## src/rtl/alu_pkg.sv

```systemverilog
package alu_pkg;

    localparam int unsigned OP_W    = 2;
    localparam int unsigned FUNCT_W = 6;
    localparam int unsigned CTRL_W  = 3;

    // Internal control word: bit 2 selects the inverted-B/carry-in path,
    // bits 1:0 select the output source.
    typedef enum logic [CTRL_W-1:0] {
        CTL_AND = 3'b000,
        CTL_OR  = 3'b001,
        CTL_ADD = 3'b010,
        CTL_SUB = 3'b110,
        CTL_SLT = 3'b111
    } alu_ctl_e;

    localparam logic [OP_W-1:0] CLS_MEM    = 2'b00;
    localparam logic [OP_W-1:0] CLS_BRANCH = 2'b01;
    localparam logic [OP_W-1:0] CLS_REG    = 2'b10;

    localparam logic [FUNCT_W-1:0] FN_ADD = 6'b100000;
    localparam logic [FUNCT_W-1:0] FN_SUB = 6'b100010;
    localparam logic [FUNCT_W-1:0] FN_AND = 6'b100100;
    localparam logic [FUNCT_W-1:0] FN_OR  = 6'b100101;
    localparam logic [FUNCT_W-1:0] FN_SLT = 6'b101010;

endpackage

```

## src/rtl/alu_ctl_decode.sv

```systemverilog
module alu_ctl_decode
    import alu_pkg::*;
(
    input  logic [OP_W-1:0]    op_cls_i,
    input  logic [FUNCT_W-1:0] funct_i,
    output alu_ctl_e           ctl_o
);

    alu_ctl_e ctl_d;

    always_comb begin
        ctl_d = CTL_ADD;
        unique case (op_cls_i)
            CLS_MEM:    ctl_d = CTL_ADD;
            CLS_BRANCH: ctl_d = CTL_SUB;
            CLS_REG: begin
                case (funct_i)
                    FN_ADD:  ctl_d = CTL_ADD;
                    FN_SUB:  ctl_d = CTL_SUB;
                    FN_AND:  ctl_d = CTL_AND;
                    FN_OR:   ctl_d = CTL_OR;
                    FN_SLT:  ctl_d = CTL_SLT;
                    default: ctl_d = CTL_ADD;
                endcase
            end
            default:    ctl_d = CTL_ADD;
        endcase
    end

    assign ctl_o = ctl_d;

    always_comb begin
        if (op_cls_i == CLS_MEM)
            assert_memclass_add_R1: assert (ctl_o == CTL_ADD);
        if (op_cls_i == CLS_BRANCH)
            assert_branchclass_sub_R2: assert (ctl_o == CTL_SUB);
    end

endmodule

```

## src/rtl/alu_core.sv

```systemverilog
module alu_core
    import alu_pkg::*;
#(
    parameter int unsigned WIDTH = 32
) (
    input  alu_ctl_e         ctl_i,
    input  logic [WIDTH-1:0] a_i,
    input  logic [WIDTH-1:0] b_i,
    output logic [WIDTH-1:0] res_o
);

    localparam int unsigned MSB = WIDTH - 1;

    typedef struct packed {
        logic [WIDTH-1:0] b_eff;
        logic [WIDTH-1:0] sum;
        logic             ovf;
        logic             less;
        logic [WIDTH-1:0] res;
    } core_t;

    core_t core_d;
    logic  invert_b;

    assign invert_b = ctl_i[CTRL_W-1];

    always_comb begin
        core_d       = '0;
        core_d.b_eff = invert_b ? ~b_i : b_i;
        core_d.sum   = a_i + core_d.b_eff + {{(WIDTH-1){1'b0}}, invert_b};
        core_d.ovf   = (a_i[MSB] == core_d.b_eff[MSB]) && (core_d.sum[MSB] != a_i[MSB]);
        core_d.less  = core_d.sum[MSB] ^ core_d.ovf;
        unique case (ctl_i[1:0])
            2'b00:   core_d.res = a_i & b_i;
            2'b01:   core_d.res = a_i | b_i;
            2'b10:   core_d.res = core_d.sum;
            default: core_d.res = {{(WIDTH-1){1'b0}}, core_d.less};
        endcase
    end

    assign res_o = core_d.res;

    // Cross-checks between result and operands
    logic [WIDTH-1:0] undo_sub;
    logic [WIDTH-1:0] undo_add;
    assign undo_sub = res_o + b_i;
    assign undo_add = res_o - b_i;

    always_comb begin
        if (ctl_i == CTL_SUB)
            assert_sub_inverts_R2: assert (undo_sub == a_i);
        if (ctl_i == CTL_ADD)
            assert_add_inverts_R3: assert (undo_add == a_i);
        if (ctl_i == CTL_AND)
            assert_and_subset_R4: assert ((res_o & ~a_i) == '0 && (res_o & ~b_i) == '0);
        if (ctl_i == CTL_OR)
            assert_or_superset_R4: assert ((a_i & ~res_o) == '0 && (b_i & ~res_o) == '0);
        if (ctl_i == CTL_SLT)
            assert_slt_upper_clear_R5: assert (res_o[MSB:1] == '0);
    end

endmodule

```

## src/rtl/alu_zero_flag.sv

```systemverilog
module alu_zero_flag #(
    parameter int unsigned WIDTH = 32
) (
    input  logic [WIDTH-1:0] val_i,
    output logic             zero_o
);

    assign zero_o = (val_i == '0);

endmodule

```

## src/rtl/alu_unit.sv

```systemverilog
module alu_unit
    import alu_pkg::*;
#(
    parameter int unsigned WIDTH = 32
) (
    input  logic [1:0]       alu_op,
    input  logic [5:0]       funct,
    input  logic [WIDTH-1:0] opa,
    input  logic [WIDTH-1:0] opb,
    output logic [WIDTH-1:0] result,
    output logic             zero
);

    alu_ctl_e ctl_q;

    alu_ctl_decode i_decode (
        .op_cls_i (alu_op),
        .funct_i  (funct),
        .ctl_o    (ctl_q)
    );

    alu_core #(.WIDTH(WIDTH)) i_core (
        .ctl_i (ctl_q),
        .a_i   (opa),
        .b_i   (opb),
        .res_o (result)
    );

    alu_zero_flag #(.WIDTH(WIDTH)) i_zero (
        .val_i  (result),
        .zero_o (zero)
    );

    always_comb begin
        if (zero)
            assert_zero_means_clear_R7: assert (result == '0);
        if (alu_op == CLS_BRANCH && opa == opb)
            assert_branch_equal_zero_R7: assert (zero);
    end

endmodule

```

## config.mk

```make
export PLATFORM = sky130hd
export DESIGN_NAME = alu_unit
export DESIGN_NICKNAME = d
export VERILOG_FILES = /design/src/rtl/alu_pkg.sv /design/src/rtl/alu_ctl_decode.sv /design/src/rtl/alu_core.sv /design/src/rtl/alu_zero_flag.sv /design/src/rtl/alu_unit.sv
export SDC_FILE = /design/constraint.sdc
export NUM_CORES = 1
export LEC_CHECK = 0
export CELL_PAD_IN_SITES_DETAIL_PLACEMENT = 1
export CELL_PAD_IN_SITES_GLOBAL_PLACEMENT = 1
export CORE_ASPECT_RATIO = 0.8
export CORE_UTILIZATION = 37
export DETAILED_ROUTE_END_ITERATION = 6
export MAX_ROUTING_LAYER = met4
export PLACE_DENSITY = 0.95
export SETUP_SLACK_MARGIN = 0.3
export SLEW_MARGIN = 10
export SYNTH_ARGS = -nofsm -noshare
export SYNTH_HDL_FRONTEND = slang
export SYNTH_SLANG_ARGS = --single-unit
```

## constraint.sdc

```tcl
create_clock -name vclk -period 18
set_input_delay 5.4 -clock vclk [all_inputs]
set_output_delay 5.4 -clock vclk [all_outputs]
set_load 0.05 [all_outputs]
```

== After elaboration in Yosys (flattened, before gate mapping) ==
Cells that the tools add are included.

* Word-level logic and storage cells: 23
* Output and inout bits: 33
* Input bits: 72
* Register bits after elaboration: 0

* Mux-type cells: 4
* Equality and inequality tests: 10
* Add/subtract/negate cells: 2
* Bitwise logic cells: 4
* Reduce and logical (&&, ||, !) cells: 3

{| class="wikitable"
|+ Operators with widths
! cell !! count
|-
| 32-bit case mux with 3 select lines || 1
|-
| 32-bit by 1-bit adder with 32-bit output || 1
|-
| 32-bit adder || 1
|-
| 32-bit AND || 1
|-
| 32-bit logical NOT || 1
|-
| 32-bit 2-to-1 mux || 1
|-
| 32-bit inverter || 1
|-
| 32-bit bitwise OR || 1
|-
| 6-bit == test (second input constant) || 4
|-
| 3-bit case mux with 4 select lines || 1
|-
| 3-bit case mux with 2 select lines || 1
|-
| 2-bit by 1-bit == test with 1-bit output (second input constant) || 2
|-
| 2-bit == test (second input constant) || 2
|-
| 2-bit logical NOT || 1
|-
| 1-bit == test || 1
|-
| 1-bit logical AND || 1
|-
| 1-bit != test || 1
|-
| 1-bit bitwise XOR || 1
|}

== Longest topological paths before layout ==
Gate-level depths: netlist of run 1.

* Word-level depth: 11
* Mapped depth: 19
* Depth with buffers taken out: 17

== Modules after synthesis ==
Synthesis of run 1 repeated with hierarchy kept, for this count alone.

* Cell total of the unflattened synthesis: 463
* Area total of the unflattened synthesis: 3180.6 sq um

{| class="wikitable"
|+ Modules (own cells, without submodules)
! module !! cells an instance !! sequential area each (sq um) !! area each (sq um) !! instances
|-
| alu_core || 437 || 0.0 || 2990.4 || 1
|-
| alu_ctl_decode || 15 || 0.0 || 117.6 || 1
|-
| alu_zero_flag || 11 || 0.0 || 72.6 || 1
|}

== Worst setup path before layout of run 1 ==
OpenSTA, ideal clock, no wires.

* Kind: input to output
* Start: in alu_op[0]
* End: out zero
* Path buffers: 1
* Data arrival time: 10792 ps
* Stages: 18
* Setup slack: 1808 ps
* Data required time: 12600 ps
* Path through: inv_1 > ha_1 > and4bb_2 > a21oi_1 > clkbuf_1 > xnor2_1 > inv_1 > fa_1 > nand3b_1 > a211oi_1 > o21ai_1 > a31oi_1 > o21a_1 > o31ai_1 > or3_1 > a2111oi_0 > nand4b_1 > nor4_2

* Elaborated cells on any way between the ends: 15
* Classes of those cells: add/sub (2); eq/ne (6); mux (3); bitwise (1); reduce/logical (3)

{| class="wikitable"
|+ RTL lines
! element !! RTL line !! RTL
|-
| start: declaration || alu_unit.sv:6 || <nowiki>input logic [1:0] alu_op,</nowiki>
|-
| 2-bit == test / 2-bit by 1-bit == test with 1-bit output (equally long branches) || - ||
|-
| 3-bit case mux with 2 select lines (*) || alu_ctl_decode.sv:13 || <nowiki>unique case (op_cls_i)</nowiki>
|-
| 32-bit 2-to-1 mux || alu_core.sv:29 || <nowiki>core_d.b_eff = invert_b ? ~b_i : b_i;</nowiki>
|-
| 32-bit adder || alu_core.sv:30 || <nowiki>core_d.sum = a_i + core_d.b_eff + {{(WIDTH-1){1'b0}}, invert_b};</nowiki>
|-
| 32-bit by 1-bit adder with 32-bit output || alu_core.sv:30 ||
|-
| 32-bit case mux with 3 select lines (*) || alu_core.sv:33 || <nowiki>unique case (ctl_i[1:0])</nowiki>
|-
| named net result[20] || alu_unit.sv:10 || <nowiki>output logic [WIDTH-1:0] result,</nowiki>
|-
| 32-bit logical NOT (*) || alu_zero_flag.sv:8 || <nowiki>assign zero_o = (val_i == '0);</nowiki>
|-
| end: declaration || alu_unit.sv:11 || <nowiki>output logic zero</nowiki>
|}

Mark *: on every way through the listed nets, which the timed path passes. The rest lies on a longest branch.

== Worst setup path in the final report of run 1 ==
* Start: in alu_op[0]
* End: out zero

* Word-level cells in the longest chain between the ends: 10
* Elaborated cells on any way between the ends: 15
* Classes of those cells: add/sub (2); eq/ne (6); mux (3); bitwise (1); reduce/logical (3)

{| class="wikitable"
|+ Ends and longest elaborated chain
! element !! RTL line !! RTL
|-
| 2-bit == test / 2-bit by 1-bit == test with 1-bit output (equally long branches) || - ||
|-
| 3-bit case mux with 2 select lines (*) || alu_ctl_decode.sv:13 ||
|-
| 32-bit 2-to-1 mux || alu_core.sv:29 ||
|-
| 32-bit adder || alu_core.sv:30 ||
|-
| 32-bit by 1-bit adder with 32-bit output || alu_core.sv:30 ||
|-
| 1-bit != test || alu_core.sv:31 || <nowiki>core_d.ovf = (a_i[MSB] == core_d.b_eff[MSB]) && (core_d.sum[MSB] != a_i[MSB]);</nowiki>
|-
| 1-bit logical AND || alu_core.sv:31 ||
|-
| 1-bit bitwise XOR || alu_core.sv:32 || <nowiki>core_d.less = core_d.sum[MSB] ^ core_d.ovf;</nowiki>
|-
| 32-bit case mux with 3 select lines (*) || alu_core.sv:33 ||
|-
| 32-bit logical NOT (*) || alu_zero_flag.sv:8 ||
|}

Every way passes the cells marked *; elsewhere a longest branch is shown, timed or not.

==> metrics.md, run 1 <==
| Metric | Value |
|---|---|
| Status | finished, final reports clean |
| Drt total wl | roughly 13,000 um |
| Switching share of total power | 0.6362 |
| CORE AREA | between 0.008 and 0.009 mm2 |
| Netlist cell types | 70 |
| Initial antenna violation count | 0 |
| Post-DP HPWL | around 11,000 um |
| Hold Vio Cnt, Final | 0 |
| Hold-fix buffers, CTS | 0 |
| Worst slack, placed | 1.002 ns |
| Data arrival, critical path | around 12 ns |
| Die W | around 110 um |
| IO Count | 105 |
| Overflow after GRT | 0 |
| Slowest stage delay, CP | approximately 0.84 ns |
| Hold Path Class | in -> out |
| Startpoint types | input port |
| Minimum clock period | 17.02 ns |
| Diode count | 0 |
| Highest clock rate | between 50 and 60 MHz |
| Slew Limit Fails | 0 |
| Critical path type | in -> out |
| Final Cycle Share | 0.9456 |
| Peak VDD IR | 0.00003833 V |
| Mapped Area | between 0.003 and 0.004 mm2 |
| DR iter-0 viols | 229 |
| Unrepaired setup endpoints after global routing | false |
| MaxCap Viol Count | 0 |
| Setup TNS | 0 ns |
| Buf/Inv on CP | 4 |
| Net count, final | 668 |
| Syn_area_per_cell | ~7 um2 |
| Syn Inst Count | 458 |
| Clk pwr share | 0 |
| Worst Max-Slew Pin Slew | about 1.1 ns |
| DRC | 0 |
| First-pass GRT wire length | about 21,000 um |
| Crit path max fanout | 18 |
| Number of global-route vias before repair | approximately 4,300 |
| Initial Util | 0.3922 |
| FFs & Latches | 0 |
| Design area | between 0.004 and 0.005 mm2 |
| Worst-path cell chain | clkdlybuf4s50_1, inv_1, ha_1, and4bb_2, a21oi_4, buf_4, xnor2_1, ha_1, nand2_1, or3_1, or2_0, a31oi_1, o21a_1, o31ai_1, or3_1, a2111oi_0, nand4b_1, nor4_2, clkdlybuf4s50_1 |
| Power per Cell Area | 70.10 mW/mm2 |
| Rel. slew slack | 0.2725 |
| Gate power share | 1.000 |
| Internal power | 0.1115 mW |
| Total power | between 0.3 and 0.4 mW |
| Share of cells above drive strength 1 | 0.04719 |
| Net Switching | around 0.2 mW |
| Crit path capture type | output port |
| Yosys warnings | 0 |
| Multi-input logic area | between 0.003 and 0.004 mm2 |
| Final WS setup | approximately 0.98 ns |
| Via count | 4,046 |
| Row cnt | 29 |
| WP data required | between 10 and 15 ns |
| Worst path top cell family by delay | simple AND/OR/NAND/NOR gates |
| Fillers | about 1,000 |
| Pre-antenna DRT Iters | 5 |
| GP Congestion | 0.9511 |
| Vias per std cell | 6.140 |
| Post-synthesis sequential area ratio | 0 |
| Post-DRT Antenna Nets | 0 |
| Tot GR Track Use | 0.2993 |
| CP max-delay cell | clkdlybuf4s50_1 |
| Area grow syn2layout | 36.62% |
| Post-CTS Resized | 0 |
| FF+latch area | 0 um2 |
| DR WL/cell | between 20 and 25 um |
| Final setup viols | 0 |
| Clkbuf count | 0 |
| Largest net degree at the start of global routing | 35 |
| Leakage power | ~1.7 nW |
| Die area | about 0.009 mm2 |
| Chip height | approximately 85 um |
| Mapped Nets | 573 |
| Post-DP Area | between 0.004 and 0.005 mm2 |
| Sequential share of power | 0 |
| Port Buffers | 105 |
| Setup Fix Bufs, Post-CTS | 0 |
-- power groups by stage --
stage	Clock, mW	Sequential [mW]	Combinational (mW)
finish	0	0	0.307
global route	0	0	0.324
CTS	0	0	0.304
detailed placement	0	0	0.302
global placement	0	0	0.294
floorplan	0	0	0.199
-- per-layer routing --
metal	vias to the layer above	global-route usage	wire length, um
li1	1923	-	-
met3	16	0.02151	724
met4	0	0.05303	140
met5	-	-	0
met2	133	0.5223	6395
met1	1974	0.3825	6066
-- through the flow --
stage / util / instances / hold slack, ns
6_report: 0.5358 / 659 / 12.19
5_1_grt: 0.5358 / 659 / 12.26
4_1_cts: 0.5358 / 659 / 12.20
3_5_place_dp: 0.5358 / 659 / 12.19
3_3_place_gp: 0.5358 / 659 / 12.19
2_1_floorplan: - / 458 / 11.09
-- logic make-up (layout without fill, tap and decap cells) --
family,after synthesis,count (layout),synth area share
fa+ha+maj,69,69,0.2521
xor+xnor,49,49,0.1340
simple gates,140,140,0.2270
compound gates,164,164,0.3439
buf+inv,36,129,0.04298
-- cell usage in the layout (no fill, tap or decap), types with 10 or more instances in the layout --
master           netlist  final
nor2_1                18     18
nand3_1               10     10
nand2_1               61     61
a21o_1                11     11
inv_1                 18     18
xor2_1                13     13
maj3_1                25     25
ha_1                  42     42
clkdlybuf4s50_1        0    105
xnor2_1               36     36
o21ai_0               35     35
a21oi_1               38     37
-- synth_stat cells, types with 3 or more instances --
master,n,share of area
nor4_1,3,0.0059
xor2_1,13,0.036
a21oi_1,38,0.059
maj3_1,25,0.078
or3_1,4,0.0078
o22ai_1,3,0.0059
and2_1,3,0.0059
inv_1,18,0.021
o211ai_1,7,0.016
a21o_1,11,0.026
nor3_1,8,0.013
a31o_2,5,0.014
o21ai_0,35,0.055
nand3b_1,3,0.0070
ha_1,42,0.16
nand4_1,8,0.016
nand2_1,61,0.072
a2111oi_0,3,0.0082
xnor2_1,36,0.098
o21a_1,8,0.019
nand3_1,10,0.016
a21boi_0,3,0.0070
nor2_1,18,0.021
o31ai_1,9,0.021
a22oi_1,3,0.0070
clkbuf_1,14,0.016
a31oi_1,7,0.014
nand4b_1,3,0.0082
o41ai_1,4,0.011
-- path summary, 6_finish.rpt --
path	startpoint	endpoint	slack, ns	cells past startpoint
min	opb[24]	result[24]	12.19	4
max	alu_op[0]	zero	0.98	19
-- layout make-up --
cell class                 count  share of cell area
inverter                      18             0.01545
multi-input combinational    422              0.7031
timing repair buffer         111              0.2506
tap                          108             0.03089
Note: power is estimated with default switching activity, not from simulation.
==> inputs of run 2 (changes only) <==
CORE_MARGIN = 2   (was default)
==> metrics.md, run 2 (synthesis gave the netlist of run 1 again) <==
| Metric | Value |
|---|---|
| Area grow syn2layout | 37.01% (was 36.62%) |
| Via count | 4,095 (was 4,046) |
| Slowest stage delay, CP | 0.83 ns (was 0.84 ns) |
| Peak VDD IR | 0.00002427 V (was 0.00003833 V) |
| Sequential share of power | 0 (about the same) |
| Post-CTS Resized | 0 (unchanged) |
| IO Count | 105 (unchanged) |
| Clk pwr share | 0 (about the same) |
| Setup Fix Bufs, Post-CTS | 0 (unchanged) |
| Final setup viols | 0 (unchanged) |
| Critical path type | in -> out (unchanged) |
| Multi-input logic area | 0.003075 mm2 (unchanged) |
| Fillers | 1,101 (was 1,044) |
| Setup TNS | 0 ns (unchanged) |
| Tot GR Track Use | 0.2783 (was 0.2993) |
| Worst Max-Slew Pin Slew | 0.9344 ns (was 1.091 ns) |
| FFs & Latches | 0 (unchanged) |
| Post-DP HPWL | 10,880 um (was 11,070 um) |
| Leakage power | 1.685 nW (was 1.681 nW) |
| Total power | 0.3054 mW (was 0.3066 mW) |
| Hold-critical path endpoint | result[24] (unchanged) |
| Clkbuf count | 0 (unchanged) |
| Buf/Inv on CP | 5 (was 4) |
| Row cnt | 30 (was 29) |
| Slew Limit Fails | 0 (unchanged) |
| Power per Cell Area | 69.62 mW/mm2 (was 70.10 mW/mm2) |
| Gate power share | 1.000 (about the same) |
| Final Cycle Share | 0.9402 (was 0.9456) |
| Hold Vio Cnt, Final | 0 (unchanged) |
| CORE AREA | 0.008446 mm2 (was 0.008164 mm2) |
| Hold Path Class | in -> out (unchanged) |
| GR Util met2 | 0.4923 (was 0.5223) |
| WP data required | 12.60 ns (about the same) |
| Largest net degree at the start of global routing | 35 (unchanged) |
| DR WL/cell | 19.62 um (was 20.22 um) |
| DRC | 0 (unchanged) |
| Net count, final | 669 (was 668) |
| Chip height | 87.21 um (was 85.21 um) |
| Initial Util | 0.3791 (was 0.3922) |
| Die area | 0.009419 mm2 (was 0.009032 mm2) |
| Share of cells above drive strength 1 | 0.04891 (was 0.04719) |
| M3 GR Usage | 0.02543 (was 0.02151) |
| First-pass GRT wire length | 20,880 um (was 21,310 um) |
| Hold Crit Start | opb[24] (unchanged) |
| Diode count | 0 (unchanged) |
| Worst path top cell family by delay | compound AO/OA/AOI/OAI gates (was simple AND/OR/NAND/NOR gates) |
| CP max-delay cell | clkdlybuf4s50_1 (unchanged) |
| Minimum clock period | 16.92 ns (was 17.02 ns) |
| Startpoint types | input port (unchanged) |
| Rel. slew slack | 0.3748 (was 0.2725) |
| DR iter-0 viols | 217 (was 229) |
| Highest clock rate | 59.09 MHz (was 58.75 MHz) |
| Crit path max fanout | 16 (was 18) |
| Vias per std cell | 6.167 (was 6.140) |
| Die W | 108.0 um (was 106.0 um) |
| Unrepaired setup endpoints after global routing | false (unchanged) |
| Number of global-route vias before repair | 4,246 (was 4,270) |
| Hold depth | 4 (unchanged) |
| Port Buffers | 105 (unchanged) |
| Post-DRT Antenna Nets | 0 (unchanged) |
| Drt total wl | 13,030 um (was 13,330 um) |
| Initial antenna violation count | 0 (unchanged) |
| Switching share of total power | 0.6352 (was 0.6362) |
| GP Congestion | 0.9505 (was 0.9511) |
| Internal power | 0.1114 mW (was 0.1115 mW) |
| Global-route met1 utilization | 0.3474 (was 0.3825) |
| Overflow after GRT | 0 (unchanged) |
| Hold-fix buffers, CTS | 0 (unchanged) |
| Most frequent cells in the layout | clkdlybuf4s50_1 (105), nand2_1 (61), ha_1 (42) (unchanged) |
| Pre-antenna DRT Iters | 5 (unchanged) |
| Most Crowded Layer GR | met2 (unchanged) |
| Commonest non-fill, non-tap cell in the layout | clkdlybuf4s50_1 (unchanged) |
| Worst-path cell chain | clkdlybuf4s50_1, inv_1, ha_1, and4bb_2, a21oi_4, buf_4, xnor2_1, inv_1, fa_1, nand3b_1, a211oi_1, o21ai_1, a31oi_1, o21a_1, o31ai_1, or3_1, a2111oi_0, nand4b_1, nor4_2, clkdlybuf4s50_1 (was clkdlybuf4s50_1, inv_1, ha_1, and4bb_2, a21oi_4, buf_4, xnor2_1, ha_1, nand2_1, or3_1, or2_0, a31oi_1, o21a_1, o31ai_1, or3_1, a2111oi_0, nand4b_1, nor4_2, clkdlybuf4s50_1) |
| Data arrival, critical path | 11.52 ns (was 11.62 ns) |
| Crit path capture type | output port (unchanged) |
| MaxCap Viol Count | 0 (unchanged) |
| FF+latch area | 0 um2 (unchanged) |
| Status | finished, final reports clean (unchanged) |
| Net Switching | 0.1940 mW (was 0.1951 mW) |
run 2: changes by cell type in the layout (fill, tap and decap cells not counted), sizes merged:
cell  previous run  this run
buf              6         7
run 2: per-layer routing:
| metal | up-vias | part of all wire |
|---|---|---|
| li1 | 1928 | - |
| met1 | 1972 | 0.44 |
| met2 | 168 | 0.47 |
| met3 | 27 | 0.071 |
| met4 | 0 | 0.022 |
| met5 | - | 0 |
run 2: cell type report:
| class | instances | area share |
|---|---|---|
| multi-input combinational | 422 | 0.7011 |
| timing repair buffer | 112 | 0.2516 |
| tap | 112 | 0.03195 |
| inverter | 18 | 0.01540 |
run 2: through the flow:
stage               setup WS [ns]  hold slack, ns  utilization  area (um2)  std cells
detailed placement          1.201           12.19       0.5194        4387        664
finish                      1.076           12.19       0.5194        4387        664
global route               0.6911           12.26       0.5194        4387        664
global placement            1.418           12.19       0.5194        4387        664
floorplan                   1.808           11.09            -        3202        458
CTS                         1.180           12.20       0.5194        4387        664
run 2: worst max-delay path by stage:
| stage | startpoint | to | slack (ns) | cells after the start |
|---|---|---|---|---|
| floorplan | alu_op[0] | zero | 1.81 | 18 |
| global placement | alu_op[0] | zero | 1.42 | 20 |
| detailed placement | alu_op[0] | zero | 1.20 | 20 |
| CTS | alu_op[0] | zero | 1.18 | 20 |
| global route | alu_op[0] | zero | 0.69 | 20 |
| finish | alu_op[0] | zero | 1.08 | 20 |
run 2: power by group through the flow:
| stage | Combinational [mW] | Sequential, mW | Clock, mW |
|---|---|---|---|
| after floorplan | 0.199 | 0 | 0 |
| after global placement | 0.291 | 0 | 0 |
| after detailed placement | 0.300 | 0 | 0 |
| after CTS | 0.301 | 0 | 0 |
| after global routing | 0.324 | 0 | 0 |
| final | 0.305 | 0 | 0 |
